--- config.mk ---
export PLATFORM = sky130hd
export DESIGN_NAME = gsup_uvlo_supervisor
export DESIGN_NICKNAME = d
export VERILOG_FILES = /design/src/rtl/uvlo_pkg.sv /design/src/rtl/uvlo_deglitch.sv /design/src/rtl/uvlo_phase_guard.sv /design/src/rtl/uvlo_status.sv /design/src/rtl/gsup_uvlo_supervisor.sv
export SDC_FILE = /design/constraint.sdc
export NUM_CORES = 1
export LEC_CHECK = 0
export ABC_AREA = 1
export ABC_CLOCK_PERIOD_IN_PS = 1150
export CELL_PAD_IN_SITES_DETAIL_PLACEMENT = 1
export CELL_PAD_IN_SITES_GLOBAL_PLACEMENT = 2
export CORE_MARGIN = 1.5
export CORE_UTILIZATION = 30
export CTS_CLUSTER_SIZE = 8
export DETAILED_ROUTE_END_ITERATION = 8
export PLACE_DENSITY = 0.8
export SYNTH_ARGS = -nofsm -noshare
export SYNTH_HDL_FRONTEND = slang
export SYNTH_SLANG_ARGS = --single-unit
export TNS_END_PERCENT = 50
--- constraint.sdc ---
create_clock -name clk -period 1.15 [get_ports clk]
set_input_delay 0.345 -clock clk [delete_from_list [all_inputs] [get_ports clk]]
set_output_delay 0.345 -clock clk [all_outputs]
set_load 0.005 [all_outputs]
--- src/rtl/uvlo_pkg.sv ---
package uvlo_pkg;

    // Output of one flag filter: settled level and a one-cycle pulse when it turns faulted.
    typedef struct packed {
        logic flt;
        logic rise;
    } dg_out_t;

    // Low-to-high transition between the previous and the current sample.
    function automatic logic rise_seen(input logic cur, input logic prev);
        return cur & ~prev;
    endfunction

    // Sticky bit update: a new fault sets it, a strobe clears it only once the fault is gone.
    function automatic logic sticky_next(input logic cur, input logic set,
                                         input logic clr, input logic active);
        return set | (cur & ~(clr & ~active));
    endfunction

endpackage

--- src/rtl/uvlo_deglitch.sv ---
module uvlo_deglitch
    import uvlo_pkg::*;
#(
    parameter int unsigned LEN  = 4,
    parameter bit          INIT = 1'b0
) (
    input  logic    clk,
    input  logic    rst,
    input  logic    raw,
    output dg_out_t q
);
    localparam int unsigned CW = (LEN > 1) ? $clog2(LEN) : 1;
    localparam logic [CW-1:0] LAST = CW'(LEN - 1);

    logic [CW-1:0] run_cnt;

    always_ff @(posedge clk) begin
        if (rst) begin
            q.flt   <= INIT;
            q.rise  <= 1'b0;
            run_cnt <= '0;
        end else if (raw == q.flt) begin
            run_cnt <= '0;
            q.rise  <= 1'b0;
        end else if (run_cnt == LAST) begin
            q.flt   <= raw;
            q.rise  <= raw;
            run_cnt <= '0;
        end else begin
            run_cnt <= run_cnt + CW'(1);
            q.rise  <= 1'b0;
        end
    end

    // the settled level only moves to the level the raw flag had at the previous edge
    a_r2_filter_change: assert property (@(posedge clk) disable iff (rst)
        (q.flt != $past(q.flt)) |-> ($past(raw) == q.flt));

endmodule

--- src/rtl/uvlo_phase_guard.sv ---
module uvlo_phase_guard
    import uvlo_pkg::*;
(
    input  logic clk,
    input  logic rst,
    input  logic boot_flt,
    input  logic hs_cmd,
    input  logic drive_ok,
    output logic hs_en
);
    logic lock;
    logic hs_prev;

    always_ff @(posedge clk) begin
        if (rst) begin
            lock    <= 1'b0;
            hs_prev <= 1'b0;
        end else begin
            hs_prev <= hs_cmd;
            if (boot_flt)
                lock <= 1'b1;
            else if (lock && rise_seen(hs_cmd, hs_prev))
                lock <= 1'b0;
        end
    end

    assign hs_en = drive_ok & ~lock & ~boot_flt;

    // one cycle after a filtered bootstrap fault the high side is still held off
    a_r5_lock_holds: assert property (@(posedge clk) disable iff (rst)
        boot_flt |=> !hs_en);

    // a locked phase is released only by a fresh command edge
    a_r6_edge_release: assert property (@(posedge clk) disable iff (rst)
        (hs_en && !$past(hs_en) && $past(lock)) |-> ($past(hs_cmd) && !$past(hs_prev)));

endmodule

--- src/rtl/uvlo_status.sv ---
module uvlo_status
    import uvlo_pkg::*;
#(
    parameter int unsigned NSRC = 4
) (
    input  logic            clk,
    input  logic            rst,
    input  logic [NSRC-1:0] src_rise,
    input  logic [NSRC-1:0] src_act,
    input  logic [NSRC-1:0] clr,
    output logic [NSRC-1:0] st
);
    always_ff @(posedge clk) begin
        if (rst) begin
            st <= '0;
        end else begin
            for (int i = 0; i < NSRC; i++)
                st[i] <= sticky_next(st[i], src_rise[i], clr[i], src_act[i]);
        end
    end

    for (genvar g = 0; g < NSRC; g++) begin : g_chk
        // a new filtered fault is recorded one cycle later
        a_r8_set: assert property (@(posedge clk) disable iff (rst)
            src_rise[g] |=> st[g]);
        // a strobe cannot clear a bit while its fault is active
        a_r9_hold_active: assert property (@(posedge clk) disable iff (rst)
            (src_act[g] && st[g]) |=> st[g]);
    end

endmodule

--- src/rtl/gsup_uvlo_supervisor.sv ---
module gsup_uvlo_supervisor
    import uvlo_pkg::*;
#(
    parameter int unsigned NPH     = 3,
    parameter int unsigned MAIN_DG = 2000,
    parameter int unsigned BOOT_DG = 2000
) (
    input  logic           clk,
    input  logic           rst,
    input  logic           main_low_raw,
    input  logic [NPH-1:0] boot_low_raw,
    input  logic [NPH-1:0] hs_cmd,
    input  logic [NPH:0]   status_clr,
    output logic           drive_en,
    output logic [NPH-1:0] hs_en,
    output logic [NPH:0]   fault_status
);
    localparam int unsigned NSRC = NPH + 1;

    dg_out_t         main_q;
    dg_out_t         boot_q [NPH];
    logic [NSRC-1:0] src_rise;
    logic [NSRC-1:0] src_act;

    // Shared supply: starts faulted so that enables wait for a filtered good level
    uvlo_deglitch #(.LEN(MAIN_DG), .INIT(1'b1)) i_main_dg (
        .clk (clk),
        .rst (rst),
        .raw (main_low_raw),
        .q   (main_q)
    );

    assign drive_en    = ~main_q.flt;
    assign src_rise[0] = main_q.rise;
    assign src_act[0]  = main_q.flt;

    for (genvar k = 0; k < NPH; k++) begin : g_phase
        uvlo_deglitch #(.LEN(BOOT_DG), .INIT(1'b0)) i_boot_dg (
            .clk (clk),
            .rst (rst),
            .raw (boot_low_raw[k]),
            .q   (boot_q[k])
        );

        uvlo_phase_guard i_guard (
            .clk      (clk),
            .rst      (rst),
            .boot_flt (boot_q[k].flt),
            .hs_cmd   (hs_cmd[k]),
            .drive_ok (drive_en),
            .hs_en    (hs_en[k])
        );

        assign src_rise[k+1] = boot_q[k].rise;
        assign src_act[k+1]  = boot_q[k].flt;
    end

    uvlo_status #(.NSRC(NSRC)) i_status (
        .clk      (clk),
        .rst      (rst),
        .src_rise (src_rise),
        .src_act  (src_act),
        .clr      (status_clr),
        .st       (fault_status)
    );

    // with the global enable removed no high side may be enabled
    a_r3_all_off: assert property (@(posedge clk) disable iff (rst)
        !drive_en |-> (hs_en == '0));

endmodule

# Word level (Yosys, flattened, before mapping)
# Index checks and enable logic that the tools add are counted.
# word_totals
word_cells	98
in_bits	13
regBits	62
output_inout_bits	8
# op_classes
n_mux	6
bitwise_logic	43
add_sub_neg	4
n_eq_ne	8
reduce_logical	18
# ops
cell	n
adder 11 x 1 -> 11 bit, second input constant	4
== test 11 bit, second input constant	4
OR reduction 3 bit	8
NOT 1 bit	22
bitwise AND 1 bit	17
AND reduction 2 bit	4
two-way mux 1 bit	6
nonzero test 2 bit	3
== test 1 bit	4
bitwise OR 1 bit	4
logical AND 1 bit	3

# Longest topological paths before layout
# Gate-level depths: netlist (run 1).
# logic_depth
ltp_word	5
depth_mapped	7
mapped_depth_nobuf	7

# By module
# Synthesis (run 1) repeated with hierarchy kept, for this count alone.
# hier_totals
hier_cells	376
hier_area_um2	2919.0
# by_module_without_submodules
mod	instances	cells_each	seq_area_each_um2	area_each_um2
uvlo_deglitch at g_phase[0].i_boot_dg ...	3	79	260.2	624.3
uvlo_deglitch at i_main_dg	1	81	260.2	645.6
uvlo_phase_guard	3	11	40.0	78.8
uvlo_status	1	24	80.1	160.2
gsup_uvlo_supervisor	1	1	0.0	3.8

# Least setup slack after synthesis (run 1)
# Ideal clock, no wire load.
# synth_path
path_type	reg-to-reg
startpoint	register i_main_dg.run_cnt[0]
endpoint	register i_main_dg.run_cnt[6]
required_ns	1.031
slack_ns	-0.091
n_path_buf	1
period_less_slack_ns	1.241
t_arrival_ns	1.122
setup_time_ns	0.119
stages_incl_launch_ff	8
path_cell_list	dfxtp_1 > ha_1 > nand2_2 > nor2_8 > nand3_4 > nand2_2 > buf_12 > nor2_4
# synth_via
elab_chain_cells	2
elab_cells_between_ends	3
cone_classes	add/sub (1); eq/ne (1); reduce/logical (1)
# synth_lines
item	line_no	rtl
from (decl)	uvlo_deglitch.sv:15	logic [CW-1:0] run_cnt;
from (signal assigned)	uvlo_deglitch.sv:30	run_cnt <= run_cnt + CW'(1);
parallel branches: the longest is 2 deep, another holds adder 11 x 1 -> 11 bit	n/a	
# Parallel ways; which one is timed is not known.
# A chain may end at the register's enable or synchronous reset.

# Worst setup path in the final report (run 1)
# layout_path
startpoint	register g_phase[0].i_guard.lock
endpoint	output port hs_en[0]
# layout_via
elab_chain_cells	3
# layout_lines
item	line_no	rtl
from (decl)	uvlo_phase_guard.sv:11	logic lock;
from (signal assigned)	uvlo_phase_guard.sv:16	lock <= 1'b0;
from (signal assigned)	uvlo_phase_guard.sv:21	lock <= 1'b1;
from (signal assigned)	uvlo_phase_guard.sv:23	lock <= 1'b0;
NOT 1 bit	uvlo_phase_guard.sv:27	assign hs_en = drive_ok & ~lock & ~boot_flt;
bitwise AND 1 bit (2 in a row)	uvlo_phase_guard.sv:27	
to (decl)	gsup_uvlo_supervisor.sv:15	output logic [NPH-1:0] hs_en,
# Every way passes these cells.

==> results.ini, run 1 <==
[global_routing]
grt_pass1_vias = 2839
grtUsageTotal_pct = 15.40
grt_max_degree = 12
antenna_found_initial = 0
overflow = 0
grt_pass1_wl_um = 12260

[clock_network]
root_buffer = clkbuf_8
clkSinkCount = 62
cts_tree = done
cts_made_buffers = 9
htreeDepth = 3
clockBufferDepth = 2
clock_latency_ps = 340
path_clk_slew_ps = 70

[routing]
postRouteAntennaNets = 0
dr_total_vias = 2662
drt_first_pass_iters = 4
drc_errors = 0
wl_um = 7604
via_per_inst = 4.393
drtIter0Drc = 31
wire_per_inst_um = 12.55

[yosys]
avgSynthCellArea_sq_um = 7.452
synthCells = 382
synth_nets = 399
yosys.cell_types.count = 27
seq_area_frac_synth_pct = 43.60
ys_seq_elements = 62
yosysWarningCount = 0
synthesis.area_sq_um = 2846

[die]
dieHeight_um = 100.4
ios = 21
coreArea_sq_um = 9240
start_util_pct = 30.81
die_area_sq_um = 10080
die_w_um = 100.4
core.rowCount = 35

[placed_design]
port_buffers = 20
postPlaceCellArea_sq_um = 3623
gp_congestion = 0.7148
pre_cts_slack_ps = -470.8
hpwl_um = 5003

[finish]
final_area_sq_um = 4319
drive_gt1_share_pct = 42.77
area_growth_pct = 51.74
fin_nets = 489
num_antenna_cells = 0

[sta]
fin_ws_ps = -215.4
rsz0062_at_grt = yes
slew_headroom_pct = 77.99
maxSlewViolCount = 0
timing.fmax_mhz = 732.4
setup_viol = 30
hold_viol = 0
clock_skew_ps = 8.272
fin_crit_ps = 1365
period_share_pct = 118.7
tightest_slew_ps = 329.8

[setup_path]
path_max_fanout = 2
cp-end-kind = output pin
required_ps = 810
critical_path_class = reg2out
cp-start-kind = flip-flop
cp.arrival_ps = 1020

[power]
vdd_drop_max_mv = 0.4988
power.density_nw_per_um2 = 1068
power_leakage_uw = 0.001691

[run_status]
status = complete, but fails checks
violations = negative setup slack

[worst_hold_path]
hold_path.class = in2reg

[run]
cap_violations = 0

[cells by family after synthesis]
group	share of synthesized area, %
buffers and inverters	9.055
XOR/XNOR	5.231
AND/OR/NAND/NOR	35.25
adder cells (fa/ha/maj)	1.758
flip-flops	43.60
AO/OA/AOI/OAI	5.099
[final timing paths]
check | startpoint | to | slack (ps) | cells past startpoint
min | boot_low_raw[0] | g_phase[0].i_boot_dg.q[0] | 360 | 3
min reg2reg | g_phase[0].i_boot_dg.q[0] | i_status.st[1] | 430 | 2
max | g_phase[0].i_guard.lock | hs_en[0] | -220 | 2
max reg2reg | g_phase[1].i_boot_dg.run_cnt[1] | g_phase[1].i_boot_dg.q[1] | -100 | 8
[layout make-up]
class	count	area (sq um)
Clock buffer	10	137.6
Clock inverter	6	85.08
Fill cell	1113	4921
Inverter	53	206.4
Multi-Input combinational cell	264	1740
Sequential cell	62	1280
Tap cell	129	161.4
Timing Repair Buffer	82	708.2
[cells in the mapped netlist (all sizes together)]
cell type / n / area (sq um)
nor3: 10 / 50.05
buf: 6 / 58.80
inv: 52 / 195.2
nand3b: 7 / 52.55
xor2: 11 / 96.34
o21ai: 7 / 35.03
nand4: 7 / 43.79
clkinv: 1 / 3.750
nor2: 75 / 357.8
xnor2: 6 / 52.55
dfxtp: 62 / 1241
a21oi: 19 / 110.1
nand2: 81 / 314.0
ha: 4 / 50.05
nand3: 32 / 172.7
or2: 2 / 12.52
[flip-flops by register name, summed over array words and instances, names as in the netlist]
name and flops:
g_phase.i_boot_dg.q 6, g_phase.i_boot_dg.run_cnt 33, g_phase.i_guard.hs_prev 3, g_phase.i_guard.lock 3, i_main_dg.q 2, i_main_dg.run_cnt 11
i_status.st 4
[layer usage]
layer	GRT usage (%)	vias up	wire, um
li1	-	1372	-
met1	17.55	1262	3324
met2	27.63	20	4042
met3	4.318	8	167
met4	5.200	0	69
met5	0	-	0
[through the flow]
stage	cells	util, %	setup TNS [ps]	hold slack, ps	total power [uW]
global route	606	46.74	-4340	353.0	4787
global placement	577	39.21	-17590	424.3	2427
finish	606	46.74	-1879	356.2	4613
CTS	597	43.67	-1823	433.4	4655
floorplan	382	-	-235.6	407.9	2326
detailed placement	577	39.21	-19710	430.4	2434
[cells in the final DEF, fill, tap and decap left out, types with 3 or more instances in the layout]
cell and count:
nor2_4 11, nor2_1 41, clkdlybuf4s50_1 10, nand2_1 70, a21oi_2 8, clkbuf_8 10, dfxtp_1 33, inv_4 3
buf_4 51, inv_2 5, dfxtp_2 28, nand3b_1 7, nand3_4 5, o21ai_0 7, buf_2 5, nor3_2 4
nor3_4 3, nand3_1 21, nor3_1 3, a21oi_1 11, nand2_4 8, nor2_2 22, ha_4 4, nand4_1 7
nand3_2 6, xnor2_1 5, nand2_2 5, inv_1 45, buf_6 12, xor2_1 10
[timing repair]
action                     4_1_cts  5_1_grt
hold buffers                     0        0
pin swaps                       14       26
cloned                           2        1
setup buffers                    2        8
gates resized for setup         84       59
setup endpoints to repair       57       57
[critical path, stage by stage, from the launching register on]
cell and delay [ps]:
dfxtp_2 340, nor3_4 200, buf_2 140
[where the power goes]
group / leakage [uW] / total, uW / switching [uW] / internal, uW
logic: 0.00107 / 257 / 128 / 128
clock network: 0.000108 / 2170 / 903 / 1270
registers: 0.000515 / 2180 / 16.2 / 2160
Power figures use the tool's default switching activity.
==> inputs of run 2 (changes only) <==
--- a/config.mk
+++ b/config.mk
@@ -16,2 +16,3 @@
 export PLACE_DENSITY = 0.8
+export SETUP_SLACK_MARGIN = 0.5
 export SYNTH_ARGS = -nofsm -noshare
--- a/constraint.sdc
+++ b/constraint.sdc
@@ -3,2 +3,2 @@
 set_output_delay 0.345 -clock clk [all_outputs]
-set_load 0.005 [all_outputs]
+set_load 0.01 [all_outputs]
==> results.ini, run 2 (synthesis gave the netlist of run 1 again) <==
[run_status]
status = complete, but fails checks
violations = negative setup slack

[finish]
register_area_sq_um = 1285  ; +0.39%
num_antenna_cells = 0  ; unchanged
reg_top3 = g_phase.i_boot_dg.run_cnt (33), i_main_dg.run_cnt (11), g_phase.i_boot_dg.q (6)
layout_commonest_cell = nand2_1
area_growth_pct = 56.92
drive_gt1_share_pct = 50.32  ; +7.6 points
utilization_pct = 48.34  ; +1.6 points
fillers = 1089  ; -2.2%
largest_register = g_phase.i_boot_dg.run_cnt
final_cell_mix = nand2_1, buf_4, inv_1, dfxtp_1
largest_reg_flops = 33  ; unchanged
fin_nets = 483  ; -1.2%
multi_input_area_sq_um = 1909  ; +9.7%

[routing]
via_per_inst = 4.522  ; +2.9%
drc_errors = 0  ; unchanged
wl_met2_um = 4372  ; +8.2%
wire_per_inst_um = 13.40  ; +6.8%
drt_first_pass_iters = 4  ; unchanged
dr_total_vias = 2713  ; +1.9%
dr.max_layer_used = met4
wl_met3_um = 239  ; +43%
wl_um = 8039  ; +5.7%
wirelength_met1_um = 3303  ; -0.63%
postRouteAntennaNets = 0  ; unchanged
drtIter0Drc = 50  ; +61%

[clock_network]
htreeDepth = 3  ; unchanged
path_clk_slew_ps = 70  ; about the same
clkSinkCount = 62  ; unchanged
clockBufferDepth = 2  ; unchanged
clock_latency_ps = 350  ; about the same
cts_made_buffers = 9  ; unchanged
root_buffer = clkbuf_8
cts_tree = done

[setup_path]
cp-start-kind = flip-flop
crit_chain = nor3_4 -> buf_2
cpMaxStageDelayCell = dfxtp_2
critical_path_class = reg2out
cp.arrival_ps = 1050  ; +30 ps
r2r_start = g_phase[1].i_boot_dg.run_cnt[0]
cp-end-kind = output pin
path_max_fanout = 2  ; unchanged
required_ps = 810  ; about the same
cpPeakStageDelay_ps = 340  ; about the same
startpoint = g_phase[2].i_guard.lock

[run]
cap_violations = 0  ; unchanged

[power]
vdd_drop_max_mv = 0.5656  ; +13%
power_leakage_uw = 0.001723  ; +1.9%
seq_power_share_pct = 46.1  ; -1.2 points
p_comb_share_pct = 5.8  ; +0.2 points
power_switching_uw = 1045  ; -0.28%
swShare_pct = 22.08  ; -0.63 points
power_frac_clock_pct = 48.1  ; +1.0 points
finalPower_uw = 4732  ; +2.6%
power.density_nw_per_um2 = 1059  ; -0.81%
internal_power_uw = 3687  ; +3.4%

[die]
coreArea_sq_um = 9240  ; unchanged
ios = 21  ; unchanged
dieHeight_um = 100.4  ; unchanged
core.rowCount = 35  ; unchanged
die_w_um = 100.4  ; unchanged
start_util_pct = 30.81  ; unchanged
die_area_sq_um = 10080  ; unchanged

[sta]
tightest_slew_ps = 288.9  ; -40.86 ps
fin_crit_ps = 1393  ; +28.04 ps
setup_viol = 16  ; -47%
timing.fmax_mhz = 717.7  ; -2.0%
slew_headroom_pct = 80.67  ; +2.7 points
rsz0062_at_grt = yes
clock_skew_ps = 6.928  ; -1.345 ps
fin_ws_ps = -243.4  ; -28.04 ps
hold_viol = 0  ; unchanged
period_share_pct = 121.2  ; +2.4 points
maxSlewViolCount = 0  ; unchanged
fin_tns_setup_ps = -1139  ; +740.4 ps

[placed_design]
hpwl_um = 5069  ; +1.3%
pre_cts_slack_ps = -471.1  ; -0.2890 ps
port_buffers = 20  ; unchanged
gp_congestion = 0.7183  ; +0.49%

[global_routing]
antenna_found_initial = 0  ; unchanged
grt_pass1_wl_um = 13190  ; +7.6%
grtUsageTotal_pct = 16.81  ; +1.4 points
grt_max_degree = 12  ; unchanged
grt_pass1_vias = 2844  ; +0.18%
overflow = 0  ; unchanged

[worst_hold_path]
hp-start = hs_cmd[1]
hold_path.class = in2reg

[run 2: worst max-delay path, delay by kind of cell (launching register included)]
| family | cells | cell delay, ps |
|---|---|---|
| and+or+nand+nor | 1 | 210 |
| buffers and inverters | 1 | 160 |
| DFF | 1 | 340 |
[run 2: power groups by stage]
| stage | sequential (uW) | clock (uW) | combinational (uW) |
|---|---|---|---|
| 2_1_floorplan | 2230 | 0 | 97.4 |
| 3_3_place_gp | 2230 | 0 | 201 |
| 3_5_place_dp | 2230 | 0 | 207 |
| 4_1_cts | 2180 | 2330 | 255 |
| 5_1_grt | 2180 | 2420 | 302 |
| 6_report | 2180 | 2280 | 277 |
[run 2: cell type report]
class,count,area share (%)
sequential,62,28.77
clock buffer,13,3.782
clock inverter,3,1.457
tap,129,3.613
timing repair buffer,76,14.96
inverter,53,4.678
multi-input combinational,264,42.75
[run 2: final timing paths]
check             slack (ps)  depth (start not counted)                          to
setup / recovery        -240                          2                    hs_en[2]
hold / removal           380                          3  g_phase[1].i_guard.hs_prev
setup reg to reg         -40                          6   g_phase[1].i_boot_dg.q[0]
hold reg to reg          430                          2              i_status.st[1]
[run 2: routing by layer]
layer  up-vias  track usage, %
met5         -               0
met3        11           5.641
li1       1368               -
met1      1306           19.08
met2        28           30.09
met4         0           4.550
[run 2: through the flow]
stage                     area (sq um)  std cells  hold WS [ps]
after global routing              4467        600         407.0
after floorplan                   2955        382         413.0
after detailed placement          3603        571         430.0
final                             4467        600         383.7
after CTS                         4259        593         376.5
after global placement            3603        571         427.3
[run 2: timing repair]
item	in CTS	in global routing
resized for setup	167	44
cloned	3	0
pin swaps	60	26
hold buffers	0	0
setup buffers	3	7
endpoints found under the setup margin	70	67
==> inputs of run 3 (changes only) <==
Settings changed: CAP_MARGIN set to 20.
==> results of run 3 <==
Final layout, timing and power as in run 2 (identical DEF).
